$ cat src/rtl/flash_chunker.sv
module flash_chunker #(
  parameter int AW          = 24,
  parameter int FLASH_BYTES = 1 << 20,
  parameter int BUF_BYTES   = 64,
  parameter int PAGE_BYTES  = 256,
  parameter int ERASE_BYTES = 4096,
  parameter int POLL_GAP    = 4,
  parameter int RW_POLLS    = 16,
  parameter int ERASE_POLLS = 64
) (
  input  logic                          clk,
  input  logic                          rst_n,
  input  logic                          req_valid,
  input  logic [1:0]                    req_op,
  input  logic [AW-1:0]                 req_addr,
  input  logic [AW-1:0]                 req_len,
  output logic                          busy,
  output logic                          done,
  output logic                          ok,
  output logic                          seq_clr,
  output logic                          seq_go,
  output logic                          seq_poll,
  output logic [AW-1:0]                 seq_addr,
  output logic [$clog2(BUF_BYTES)-1:0]  seq_count,
  output logic [1:0]                    seq_cycle,
  input  logic                          seq_done,
  input  logic                          seq_err,
  output logic [$clog2(BUF_BYTES)-1:0]  buf_idx,
  output logic                          buf_we,
  output logic [7:0]                    buf_wdata,
  input  logic [7:0]                    buf_rdata,
  input  logic [7:0]                    wr_data,
  output logic                          wr_take,
  output logic                          rd_valid,
  output logic [7:0]                    rd_byte
);
  localparam int CW   = $clog2(BUF_BYTES);
  localparam int PB   = $clog2(PAGE_BYTES);
  localparam int EB   = $clog2(ERASE_BYTES);
  localparam int GW   = $clog2(POLL_GAP + 1);
  localparam int MAXP = (RW_POLLS > ERASE_POLLS) ? RW_POLLS : ERASE_POLLS;
  localparam int TW   = $clog2(MAXP + 1);
  localparam logic [1:0] OP_RD = 2'd0, OP_WR = 2'd1, OP_ER = 2'd2;

  typedef enum logic [3:0] {
    S_IDLE, S_CLR, S_FILL, S_GO, S_WAIT, S_ACK, S_DRAIN, S_NEXT, S_FIN
  } st_t;

  st_t            st;
  logic [1:0]     op;
  logic [AW-1:0]  addr, left;
  logic [CW-1:0]  idx;
  logic [GW-1:0]  gap;
  logic [TW-1:0]  budget;
  logic           bad;

  logic [AW-1:0]  room, lim, chunk;
  logic [CW-1:0]  last;
  logic [AW:0]    req_end;
  logic           misalign, reject;

  assign room  = AW'(PAGE_BYTES) - AW'(addr[PB-1:0]);
  assign lim   = (left < AW'(BUF_BYTES)) ? left : AW'(BUF_BYTES);
  assign chunk = (op == OP_ER) ? AW'(ERASE_BYTES) : ((lim < room) ? lim : room);
  assign last  = CW'(chunk - AW'(1));

  assign req_end  = {1'b0, req_addr} + {1'b0, req_len};
  assign misalign = (req_addr[EB-1:0] != '0) || (req_len[EB-1:0] != '0);
  assign reject   = (req_end > (AW+1)'(FLASH_BYTES)) || (req_op == 2'd3) ||
                    ((req_op == OP_ER) && misalign);

  assign busy      = (st != S_IDLE);
  assign done      = (st == S_FIN);
  assign ok        = done && !bad;
  assign seq_clr   = (st == S_CLR) || (st == S_ACK);
  assign seq_go    = (st == S_GO);
  assign seq_poll  = (st == S_WAIT) && (gap == '0);
  assign seq_addr  = addr;
  assign seq_count = (op == OP_ER) ? '0 : last;
  assign seq_cycle = (op == OP_RD) ? 2'b00 : (op == OP_WR) ? 2'b10 : 2'b11;
  assign buf_idx   = idx;
  assign buf_we    = (st == S_FILL);
  assign buf_wdata = wr_data;
  assign wr_take   = buf_we;
  assign rd_valid  = (st == S_DRAIN);
  assign rd_byte   = buf_rdata;

  always_ff @(posedge clk or negedge rst_n) begin
    if (!rst_n) begin
      st     <= S_IDLE;
      op     <= OP_RD;
      addr   <= '0;
      left   <= '0;
      idx    <= '0;
      gap    <= '0;
      budget <= '0;
      bad    <= 1'b0;
    end else begin
      case (st)
        S_IDLE: if (req_valid) begin
          op   <= req_op;
          addr <= req_addr;
          left <= req_len;
          bad  <= reject;
          st   <= (reject || req_len == '0) ? S_FIN : S_CLR;
        end
        S_CLR: begin
          idx <= '0;
          st  <= (op == OP_WR) ? S_FILL : S_GO;
        end
        S_FILL: begin
          idx <= idx + CW'(1);
          if (idx == last) st <= S_GO;
        end
        S_GO: begin
          gap    <= '0;
          budget <= (op == OP_ER) ? TW'(ERASE_POLLS) : TW'(RW_POLLS);
          st     <= S_WAIT;
        end
        S_WAIT:
          if (gap != '0) gap <= gap - GW'(1);
          else if (seq_err) begin
            bad <= 1'b1;
            st  <= S_ACK;
          end else if (seq_done) st <= S_ACK;
          else if (budget == TW'(1)) begin
            bad <= 1'b1;
            st  <= S_ACK;
          end else begin
            budget <= budget - TW'(1);
            gap    <= GW'(POLL_GAP - 1);
          end
        S_ACK: begin
          idx <= '0;
          st  <= bad ? S_FIN : ((op == OP_RD) ? S_DRAIN : S_NEXT);
        end
        S_DRAIN: begin
          idx <= idx + CW'(1);
          if (idx == last) st <= S_NEXT;
        end
        S_NEXT: begin
          addr <= addr + chunk;
          left <= left - chunk;
          idx  <= '0;
          if (left == chunk) st <= S_FIN;
          else if (op == OP_ER) st <= S_CLR;
          else if (op == OP_WR) st <= S_FILL;
          else st <= S_GO;
        end
        default: st <= S_IDLE;
      endcase
    end
  end
endmodule

$ cat config.mk
export PLATFORM = sky130hd
export DESIGN_NAME = flash_chunker
export DESIGN_NICKNAME = d
export VERILOG_FILES = /design/src/rtl/flash_chunker.sv
export SDC_FILE = /design/constraint.sdc
export NUM_CORES = 1
export LEC_CHECK = 0
export ABC_AREA = 1
export BUFFER_PORTS_ARGS = -buffer_cell sky130_fd_sc_hd__buf_2
export CAP_MARGIN = 40
export CORE_UTILIZATION = 57
export CTS_CLUSTER_SIZE = 20
export DETAILED_ROUTE_END_ITERATION = 6
export PLACE_DENSITY = 0.8
export SKIP_LAST_GASP = 1
export SLEW_MARGIN = 10
export SYNTH_ARGS = -nofsm -noshare
export SYNTH_HDL_FRONTEND = slang
export SYNTH_SLANG_ARGS = --single-unit
export TNS_END_PERCENT = 30
$ cat constraint.sdc
create_clock -name clk -period 5.2 [get_ports clk]
set_input_delay 1.04 -clock clk [delete_from_list [all_inputs] [get_ports clk]]
set_output_delay 1.04 -clock clk [all_outputs]
set_load 0.01 [all_outputs]
# After elaboration in Yosys (flattened, before gate mapping)
# Index checks and enable logic that the tools add are counted.
word_totals:
  register_bits: 71
  latchBits: 0
  mem_bits_rw: 0
  rom_bits: 0
  in_bits: 71
  out_inout_bits: 63
  word_cells: 118
  memories: 0
classes:
  addsub: 8
  mul: 0
  n_div: 0
  magnitude_cmp: 3
  n_eq_ne: 28
  shifts: 0
  muxes: 42
  n_bitwise: 0
  reduce_logical: 29
op_table:
  columns: ["cell", "count"]
  rows:
  - ["$mux 24", 5]
  - ["$pmux 24 s2", 2]
  - ["$mux 4", 10]
  - ["$mux 7", 5]
  - ["$pmux 4 s8", 1]
  - ["$add 24x24->25", 1]
  - ["$gt 25x21->1 const B", 1]
  - ["$add 24x24->24", 1]
  - ["$eq 24x24->1", 1]
  - ["$logic_not 24->1", 1]
  - ["$lt 24x24->1", 1]
  - ["$lt 24x7->1 const B", 1]
  - ["$reduce_bool 12->1", 2]
  - ["$sub 24x24->24", 1]
  - ["$eq 4x3->1 const B", 4]
  - ["$reduce_and 5->1", 3]
  - ["$pmux 7 s2", 1]
  - ["$mux 3", 4]
  - ["$pmux 6 s2", 1]
  - ["$ne 2x2->1 const B", 5]
  - ["$sub 9x8->10 const A", 1]
  - ["$ne 3x2->1 const B", 3]
  - ["$eq 4x2->1 const B", 2]
  - ["$mux 1", 8]
  - ["30 further kinds", 45]

# Depth between registers and ports, before layout
# Gate-level depths: netlist of run 1.
depth:
  word_depth: 9
  mapped_depth: 39
  mapped_depth_nobuf: 39

# Worst setup path before layout of run 1
# Ideal clock, no wire load.
synth_timing:
  path_type: "register to register"
  startpoint: "register addr[1], in the netlist seq_addr[1]"
  endpoint: "register left[22]"
  setup_ns: 0.125
  t_arrival_ns: 4.648
  t_required_ns: 5.075
  path_slack_ns: 0.427
  path_stages_with_launch: 37
  path_buffers: 0
  path_cell_list: "dfrtp_1 nor4_1 nand2_1 nor2_1 xor2_1 inv_1 ha_1 nand2_1 nor2_1 a211oi_1 nand2_2 nand2_4 nand4_1 o21ai_1 nand2_1 inv_2 ha_1 inv_1 fa_1 inv_1 o21ai_0 a21oi_1 inv_1 a21oi_1 o21ai_0 nand3_1 nand2_1 nand3_1 nand2_1 nand3_1 nand2_1 nand2_1 nand2_1 nand2_1 nand2_1 o221ai_1 nand2_1"
synth_between:
  elab_chain_cells: 6
synth_rtl:
  columns: ["item", "line", "rtl"]
  rows:
  - ["start, declared", "51", "logic [AW-1:0] addr, left;"]
  - ["start signal, assigned", "102", "addr <= req_addr;"]
  - ["start signal, assigned", "142", "addr <= addr + chunk;"]
  - ["$sub 9x8->10 *", "62", "assign room = AW'(PAGE_BYTES) - AW'(addr[PB-1:0]);"]
  - ["$lt 24x24->1", "64", "assign chunk = (op == OP_ER) ? AW'(ERASE_BYTES) : ((lim < room) ? lim : room);"]
  - ["$mux 24 * (2 in series)", "64", null]
  - ["$sub 24x24->24 *", "143", "left <= left - chunk;"]
  - ["$pmux 24 s2 *", "99", "case (st)"]
  - ["end signal, assigned", "103", "left <= req_len;"]
  - ["end signal, assigned", "143", null]
  - ["end, declared", "51", null]
# Mark *: on every way between the ends. The rest lies on a longest branch, timed or not.
# A chain may end at the register's enable or synchronous reset.

# Worst setup path in the final report of run 1
layout_timing:
  startpoint: "register addr[1], in the netlist seq_addr[1]"
  endpoint: "output seq_count[4]"
layout_between:
  elab_chain_cells: 6
layout_rtl:
  columns: ["item", "line", "rtl"]
  rows:
  - ["$sub 9x8->10 *", "62", null]
  - ["$lt 24x24->1", "64", null]
  - ["$mux 24 * (2 in series)", "64", null]
  - ["$sub 6x1->6 *", "65", "assign last = CW'(chunk - AW'(1));"]
  - ["$mux 6 *", "79", "assign seq_count = (op == OP_ER) ? '0 : last;"]
  - ["end, declared", "24", "output logic [$clog2(BUF_BYTES)-1:0] seq_count,"]
# Marks and branches as above.

==> results.cfg, run 1 <==
[clock_tree]
clkTransAtPathRegs_ps = 60
cts_htree_levels = 3
numCtsBuffers = 9
clock_latency_ps = 350
cts_root_buf = clkbuf_16
cts_max_path_buffers = 2
cts_sinks = 71
cts_tree = built

[hold_path]
hold_path_class = reg2reg
hold_depth = 2
whs_endpoint = seq_addr[22]$_DFFE_PN0P_
min-delay-start = seq_addr[22]$_DFFE_PN0P_

[route]
first_pass_iters = 5
drtIter0Drc = 624
routed_wl_mm = 24.8
viasPerCell = 5.71
dr_total_vias = 8862
wire_per_inst_um = 15.9
drc = 0
final_antenna_net_count = 0

[die]
core_area_um2 = 13900
die_h_um = 122
pin_count = 134
design.die.area_um2 = 14900
initial_utilization_pct = 58.9
die_w_um = 122
num_rows = 43

[logic_synthesis]
yosysSeqAreaShare_pct = 21.7
syn_avg_cell_area_um2 = 6.58
async_reset_ff_share_pct = 100
synth-main-ff-cell = dfrtp_1
synth_edf_count = 0
synth_cells = 1247
synth_cell_types = 51
synth.ff_latch_count = 71
syn-cell-area_um2 = 8200
synth_warnings = 0

[global_route]
gr-max-usage-layer = met2
grt_use_met1_pct = 45.0
grt_use_total_pct = 34.0
met3_usage_pct = 6.04
grtUsageMet2_pct = 53.2
grt_overflow_total = 0
grt_pass1_vias = 8096
grt_pass1_wl_mm = 39.3
grt_antenna_before_repair = 0
grt_max_degree = 52

[timing]
setup_viol = 0
min_period_over_period_pct = 97.1
setup_slack_ps = 153
worstMarginPinSlew_ps = 886
maxSlewViolCount = 0
relSlewSlack_pct = 40.8
clock_skew_ps = 12.2
grt_setup_unrepaired = yes
hold_viol_final = 0
fin_tns_setup_ps = 0
min_period_ps = 5050
fmax_mhz = 198

[worst_setup_path]
path_max_fanout = 9
reg2reg_slack_ps = 230
start_kind = flip-flop
cp-end-kind = output pin
ff2ff_path_depth = 38
r2r_start = seq_addr[1]$_DFFE_PN0P_
path_class = reg2out
arrival_ps = 4010
worstReg2RegEnd = left[22]$_DFFE_PN0P_
crit_required_ps = 4160

[pwr]
power_density_nw_per_um2 = 611
leakage_nw = 4.95
irDropWorstVdd_v = 0.000349

[flow_run]
cap_violations = 0

[placed_design]
numPortBuffers = 101
pre_cts_ws_ps = 112
gp_congestion = 0.941
hpwlAfterDp_mm = 19.2

[layout]
drive_above_1_share_pct = 14.6
regArea_um2 = 1780
area_growth_pct = 14.9
nFillCells = 1287
num-nets-final = 1526
antennaDiodeCount = 0
multi_input_area_um2 = 5840

[status]
status = finished clean
## where the power goes
group / switching, mW / total, mW / internal (mW) / leakage (nW)
Combinational: 2.50 / 3.98 / 1.47 / 3.91
Sequential: 0.260 / 1.07 / 0.806 / 0.880
Clock: 0.252 / 0.708 / 0.456 / 0.165
## layout by cell type, fill, tap and decap left out, types with 5 or more instances in the layout
cell       instances
nand2_1          294
inv_1            148
clkbuf_16          9
o22ai_1            8
a21o_1             6
conb_1            28
ha_1              81
buf_2            100
o21ai_0           52
a21oi_1          109
o211ai_1           9
nand4_1           19
buf_4             19
dfrtp_1           70
nor3_1            19
o221ai_1           6
nand3_1           73
nand2_4            5
o21ai_2            5
o21ai_1           10
nor2_1           137
xnor2_1           16
o21a_1             5
xor2_1            37
nand2_2           15
nor4_1            17
nor2_2             7
## critical path, cell delays in order (launching register included)
cell and delay [ps]:
dfrtp_1 410, buf_4 170, inv_1 100, ha_2 210, nand2_1 70, nor2_2 150
nand2_1 90, nor2_1 90, inv_1 50, nand2_1 80, ha_1 230, nand2_1 90
nor2_1 70, a211oi_2 220, nand2_2 120, nand2_4 100, buf_4 140, nand2_8 90
o211ai_4 220, buf_4 200, ha_1 190, nand2_1 120, o21ai_2 150, nand2_1 80
nor2_1 80, buf_2 130
## registers in the layout, summed over array words and instances, names as in the netlist
register,cells
left,24
seq_addr,24
budget,7
buf_idx,6
st,4
gap,3
op,2
bad,1
## cell type report
class                           instances  area share [%]
Clock buffer                           12            2.83
Clock inverter                          3           0.691
Inverter                              154            6.14
Multi-Input combinational cell       1013            62.0
Sequential cell                        71            18.9
Tap cell                              180            2.39
Timing Repair Buffer                  120            7.12
## cell usage after synthesis (all sizes together), types with 4 or more instances
library cell | n | area (um^2)
a221oi | 4 | 35.0
buf | 18 | 133
a21oi | 113 | 566
o21ai | 67 | 347
nor3 | 19 | 95.1
nor2 | 147 | 577
inv | 152 | 571
nand3 | 81 | 475
o21a | 5 | 37.5
ha | 83 | 1040
nor4 | 18 | 113
o22ai | 8 | 50.1
nand4 | 21 | 144
a21o | 6 | 45.0
dfrtp | 71 | 1780
o221ai | 7 | 61.3
xnor2 | 16 | 140
clkbuf | 17 | 63.8
xor2 | 37 | 324
o211ai | 10 | 80.1
nand2 | 315 | 1270
a31oi | 4 | 25.0
## cells by family after synthesis
family | synth area share [%]
and+or+nand+nor | 33.4
AOI/OAI and AO/OA | 16.4
buffers and inverters | 9.44
adders and majority gates | 13.4
DFF | 21.7
xor gates and xnor gates | 5.66
other | 0.0916
## worst max-delay path by stage
| stage | start | endpoint | cells past startpoint |
|---|---|---|---|
| after floorplan | seq_addr[1]$_DFFE_PN0P_ | left[22]$_DFFE_PN0P_ | 36 |
| after global placement | seq_addr[0]$_DFFE_PN0P_ | left[22]$_DFFE_PN0P_ | 36 |
| after detailed placement | seq_addr[0]$_DFFE_PN0P_ | left[22]$_DFFE_PN0P_ | 36 |
| after CTS | seq_addr[0]$_DFFE_PN0P_ | left[22]$_DFFE_PN0P_ | 36 |
| after global routing | seq_addr[1]$_DFFE_PN0P_ | seq_count[4] | 24 |
| final | seq_addr[1]$_DFFE_PN0P_ | seq_count[4] | 25 |
## per-stage QoR
stage          utilization (%)  power [mW]  cells  area, um^2  hold WS (ps)
2_1_floorplan                -        3.85   1273        8300           468
3_3_place_gp              64.3        4.76   1534        8960           494
3_5_place_dp              64.5        4.83   1535        8980           495
4_1_cts                   66.8        5.57   1550        9320           512
5_1_grt                   67.6        6.28   1553        9420           520
6_report                  67.6        5.75   1553        9420           511
## what timing repair did
action	4_1_cts	5_1_grt
buffers inserted	0	3
gates resized for setup	0	20
hold buffers	0	0
setup endpoints to repair	0	9
## metal layers
layer	up-vias	routed length [um]
met3	69	1800
met4	0	1100
met5	-	0
li1	4379	-
met1	4038	11000
met2	376	10900
Note: power is estimated with default switching activity, not from simulation.
==> inputs of run 2 (changes only) <==
--- a/config.mk
+++ b/config.mk
@@ -8,10 +8,12 @@
 export ABC_AREA = 1
 export BUFFER_PORTS_ARGS = -buffer_cell sky130_fd_sc_hd__buf_2
 export CAP_MARGIN = 40
-export CORE_UTILIZATION = 57
+export CELL_PAD_IN_SITES_DETAIL_PLACEMENT = 0
+export CELL_PAD_IN_SITES_GLOBAL_PLACEMENT = 1
+export CORE_UTILIZATION = 41
 export CTS_CLUSTER_SIZE = 20
 export DETAILED_ROUTE_END_ITERATION = 6
-export PLACE_DENSITY = 0.8
+export PLACE_DENSITY_LB_ADDON = 0.1
 export SKIP_LAST_GASP = 1
 export SLEW_MARGIN = 10
 export SYNTH_ARGS = -nofsm -noshare
==> results.cfg, run 2 (same netlist as run 1, synthesis figures left out) <==
[global_route]
grt_max_degree = 52
grt_overflow_total = 0
grt_use_total_pct = 26.7
grt_pass1_vias = 7835
grt_pass1_wl_mm = 41.9
grt_antenna_before_repair = 0

[clock_tree]
cts_max_path_buffers = 2
cts_sinks = 71
cts_root_buf = clkbuf_16
clkTransAtPathRegs_ps = 60
cts_htree_levels = 3
clock_latency_ps = 350
cts_tree = built
numCtsBuffers = 9

[route]
first_pass_iters = 5
routed-wl-met2_mm = 11.8
dr_total_vias = 8508
wire_per_inst_um = 16.2
drtIter0Drc = 400
top_layer = met4
drc = 0
wl_met3_mm = 1.00
drt-met1-wl_mm = 13.4
viasPerCell = 5.18
routed_wl_mm = 26.7
final_antenna_net_count = 0

[placed_design]
hpwlAfterDp_mm = 21.4
gp_congestion = 0.904
numPortBuffers = 101

[die]
initial_utilization_pct = 42.0
core_area_um2 = 19500
pin_count = 134
num_rows = 51
die_h_um = 143
die_w_um = 143
design.die.area_um2 = 20600

[pwr]
power.switching_mw = 3.03
irDropWorstVdd_v = 0.000231
seqPwrFrac_pct = 18.2
comb_power_share_pct = 70.2
switching_share_pct = 53.0
leakage_nw = 4.95
pwr-share-clk_pct = 11.6
p_int_mw = 2.68
power_density_nw_per_um2 = 601

[hold_path]
hold_path_class = reg2reg

[timing]
fmax_mhz = 208
hold_viol_final = 0
clock_skew_ps = 5.34
relSlewSlack_pct = 57.0
worstMarginPinSlew_ps = 638
setup_viol = 0
maxSlewViolCount = 0
grt_setup_unrepaired = yes
hold_slack_ps = 510
min_period_ps = 4800
min_period_over_period_pct = 92.3

[worst_setup_path]
crit_required_ps = 4160
cp-end-kind = output pin
arrival_ps = 3760
path_class = reg2out
start_kind = flip-flop
path_max_fanout = 9

[layout]
final_cell_mix = nand2_1, inv_1, nor2_1, a21oi_1, buf_2
num-nets-final = 1530
area_growth_pct = 15.9
nFillCells = 2140
fin_util_pct = 48.7
multi_input_area_um2 = 5810
layout_commonest_cell = nand2_1
regArea_um2 = 1780
antennaDiodeCount = 0
drive_above_1_share_pct = 15.0

[flow_run]
cap_violations = 0

[status]
status = finished clean
[run 2: power by group through the flow]
stage                     registers [mW]  logic (mW)  clock network, mW
after floorplan                     1.04        2.80                  0
after global placement              1.04        3.87                  0
after detailed placement            1.05        3.88                  0
after CTS                           1.04        3.90              0.679
after global routing                1.08        4.53              0.696
final                               1.04        4.01              0.662
[run 2: routing by layer]
layer  GRT usage [%]  up-vias
li1                -     4375
met1            37.7     3926
met2            42.9      177
met3            3.23       30
met4            7.00        0
met5               0        -
[run 2: what timing repair did]
| action | in CTS | in global routing |
|---|---|---|
| gates resized for setup | 0 | 19 |
| buffers inserted | 0 | 3 |
| hold endpoints to repair | 0 | 0 |
| hold buffers | 0 | 0 |
| endpoints found under the setup margin | 0 | 7 |
[run 2: per-stage QoR]
stage / cells / power [mW] / worst slack (ps) / area (um^2) / setup TNS (ps)
global placement: 1623 / 4.92 / 227 / 9090 / 0
CTS: 1640 / 5.62 / 14.0 / 9420 / 0
finish: 1643 / 5.71 / 399 / 9500 / 0
global route: 1643 / 6.30 / -87.9 / 9500 / -106
floorplan: 1273 / 3.85 / 427 / 8300 / 0
detailed placement: 1624 / 4.93 / 55.4 / 9110 / 0
[run 2: worst paths after layout]
| path | start | end | slack, ps | cells after the start |
|---|---|---|---|---|
| min in group asynchronous | rst_n | left[1]$_DFFE_PN0P_ | 650 | 1 |
| worst min-delay path | seq_addr[20]$_DFFE_PN0P_ | seq_addr[20]$_DFFE_PN0P_ | 510 | 2 |
| worst max register to register | seq_addr[0]$_DFFE_PN0P_ | left[21]$_DFFE_PN0P_ | 420 | 33 |
| max in group asynchronous | rst_n | seq_addr[18]$_DFFE_PN0P_ | 3950 | 2 |
| worst max-delay path | seq_addr[0]$_DFFE_PN0P_ | seq_count[4] | 400 | 20 |
| worst min register to register | seq_addr[20]$_DFFE_PN0P_ | seq_addr[20]$_DFFE_PN0P_ | 510 | 2 |
[run 2: worst max-delay path, stage by stage (launching register included)]
cell and delay, ps:
dfrtp_1 410, nor4_2 340, nand2_1 120, nor2_1 130, xor2_1 200, inv_1 60
ha_1 310, nand2_1 90, nor2_1 60, a211oi_2 180, nand2_2 120, nand2_4 120
nand2_8 90, o211ai_2 210, buf_4 210, ha_1 200, nand2_1 120, o21ai_2 150
nand2_1 80, nor2_1 80, buf_2 130
[run 2: area by class of cell]
type | instances | share of cell area (%)
Tap cell | 265 | 3.49
Multi-Input combinational cell | 1013 | 61.2
Clock inverter | 5 | 0.593
Sequential cell | 71 | 18.7
Clock buffer | 11 | 2.66
Inverter | 154 | 6.08
Timing Repair Buffer | 124 | 7.30
==> inputs of run 3 (changes only) <==
--- a/config.mk
+++ b/config.mk
@@ -10,10 +10,13 @@
 export CAP_MARGIN = 40
 export CELL_PAD_IN_SITES_DETAIL_PLACEMENT = 0
 export CELL_PAD_IN_SITES_GLOBAL_PLACEMENT = 1
-export CORE_UTILIZATION = 41
+export CORE_UTILIZATION = 42
+export CTS_BUF_LIST = sky130_fd_sc_hd__clkbuf_2
+export CTS_CLUSTER_DIAMETER = 100
 export CTS_CLUSTER_SIZE = 20
 export DETAILED_ROUTE_END_ITERATION = 6
 export PLACE_DENSITY_LB_ADDON = 0.1
+export REMOVE_ABC_BUFFERS = 1
 export SKIP_LAST_GASP = 1
 export SLEW_MARGIN = 10
 export SYNTH_ARGS = -nofsm -noshare
==> results.cfg, run 3 (same netlist as run 1, synthesis figures left out) <==
[status]
status = finished clean

[layout]
area_growth_pct = 15.9
final_cells = 1649
final_cell_mix = nand2_1, inv_1, nor2_1, a21oi_1, buf_2
num-nets-final = 1540
drive_above_1_share_pct = 16.6
layout_commonest_cell = nand2_1

[route]
drtIter0Drc = 546
viasPerCell = 5.27
wire_per_inst_um = 16.4
routed_wl_mm = 27.0
final_antenna_net_count = 0
dr_total_vias = 8687
first_pass_iters = 5
drc = 0

[die]
die_h_um = 142
num_rows = 50
initial_utilization_pct = 43.4
design.die.area_um2 = 20100
die_w_um = 142
core_area_um2 = 18900
pin_count = 134

[worst_setup_path]
r2r_start = seq_addr[0]$_DFFE_PN0P_
reg2reg_slack_ps = 350
worstReg2RegEnd = left[22]$_DFFE_PN0P_
crit_required_ps = 4160
ff2ff_path_depth = 40
crit_chain = buf_6 -> inv_4 -> ha_4 -> nand2_1 -> nor2_2 -> nand2_2 -> nor2_2 -> inv_1 -> nand2_2 -> ha_1 -> nand2_1 -> nor2_1 -> a211oi_2 -> nand2_2 -> nand2_4 -> nand2_8 -> o211ai_4 -> buf_6 -> ha_4 -> nand2_4 -> o21ai_2 -> nand2_1 -> nor2_1 -> buf_2
path_buf_inv = 5
max_stage_delay_ps = 480
cp-end-kind = output pin
cpLargestDelayFamily = simple AND/OR/NAND/NOR gates
slowest_stage = dfrtp_1
start_kind = flip-flop
cp.depth = 24
arrival_ps = 3930
path_max_fanout = 8
crit_end = seq_count[4]
cp-startpoint = seq_addr[0]$_DFFE_PN0P_
path_class = reg2out

[global_route]
grt_use_total_pct = 27.7
grt_pass1_vias = 8231
grt_antenna_before_repair = 1
grt_pass1_wl_mm = 43.1
grt_overflow_total = 0
grt_max_degree = 53

[clock_tree]
clock_latency_ps = 610
cts_htree_levels = 3
cts_max_path_buffers = 2
cts_sinks = 71
numCtsBuffers = 9
cts_tree = built
cts_root_buf = clkbuf_2
clkTransAtPathRegs_ps = 260

[timing]
maxSlewViolCount = 0
fmax_mhz = 201
min_period_ps = 4970
setup_viol = 0
clock_skew_ps = 40.5
relSlewSlack_pct = 56.0
hold_viol_final = 0
worstMarginPinSlew_ps = 659
min_period_over_period_pct = 95.7

[flow_run]
cap_violations = 0

[hold_path]
hold_path_class = in2async

[placed_design]
hpwlAfterDp_mm = 21.4
gp_congestion = 0.926
placed_cells = 1618
numPortBuffers = 101

[pwr]
irDropWorstVdd_v = 0.000186
fin_total_pwr_mw = 5.57
leakage_nw = 4.94
power_density_nw_per_um2 = 586
-- run 3: changes by cell type in the layout (fill, tap and decap cells not counted), sizes merged --
cell | previous run | this run
bufinv | 1 | 2
clkbuf | 11 | 9
diode | 0 | 1
clkinv | 5 | 6
buf | 124 | 134
-- run 3: power breakdown --
part	total (mW)	internal (mW)	switching, mW
clock	0.389	0.155	0.234
combinational	4.15	1.57	2.58
sequential	1.04	0.800	0.236
total	5.57	2.52	3.05
-- run 3: worst min path at each step --
stage	from	endpoint	slack, ps	cells after the start
floorplan	budget[2]$_DFFE_PN0P_	budget[2]$_DFFE_PN0P_	470	1
global placement	seq_addr[20]$_DFFE_PN0P_	seq_addr[20]$_DFFE_PN0P_	490	2
detailed placement	seq_addr[20]$_DFFE_PN0P_	seq_addr[20]$_DFFE_PN0P_	500	2
CTS	rst_n	left[1]$_DFFE_PN0P_	340	1
global route	rst_n	left[1]$_DFFE_PN0P_	340	1
finish	rst_n	left[1]$_DFFE_PN0P_	340	1
-- run 3: layout make-up --
type	instances	area, um^2
diodes	1	2.50
clock buffers	9	45.0
clock inverters	7	87.6
fillers	2045	9390
inverters	154	583
multi-input cells	1013	5900
flip-flops and latches	71	1780
well taps	260	325
repair buffers	134	783
-- run 3: metrics by stage --
| stage | area (um^2) | TNS [ps] | setup WS, ps | hold slack, ps | utilization, % |
|---|---|---|---|---|---|
| finish | 9510 | 0 | 226 | 340 | 50.3 |
| detailed placement | 9110 | -15.1 | -15.1 | 497 | 48.2 |
| CTS | 9270 | 0 | 3.85 | 337 | 49.0 |
| global route | 9510 | -126 | -47.8 | 344 | 50.3 |
| floorplan | 8100 | 0 | 180 | 468 | - |
| global placement | 9080 | 0 | 160 | 489 | 48.1 |
-- run 3: metal layers --
layer  GRT usage, %  up-vias  wire [um]
met4           5.66        0        366
met5              0        -          0
li1               -     4398          -
met2           45.0      238      12100
met1           38.1     4026      13100
met3           5.30       25       1470
-- run 3: what timing repair did --
item,CTS,global route
pin swaps,0,21
hold buffers,0,0
setup endpoints to repair,3,12
resized for setup,5,37
setup buffers,0,14
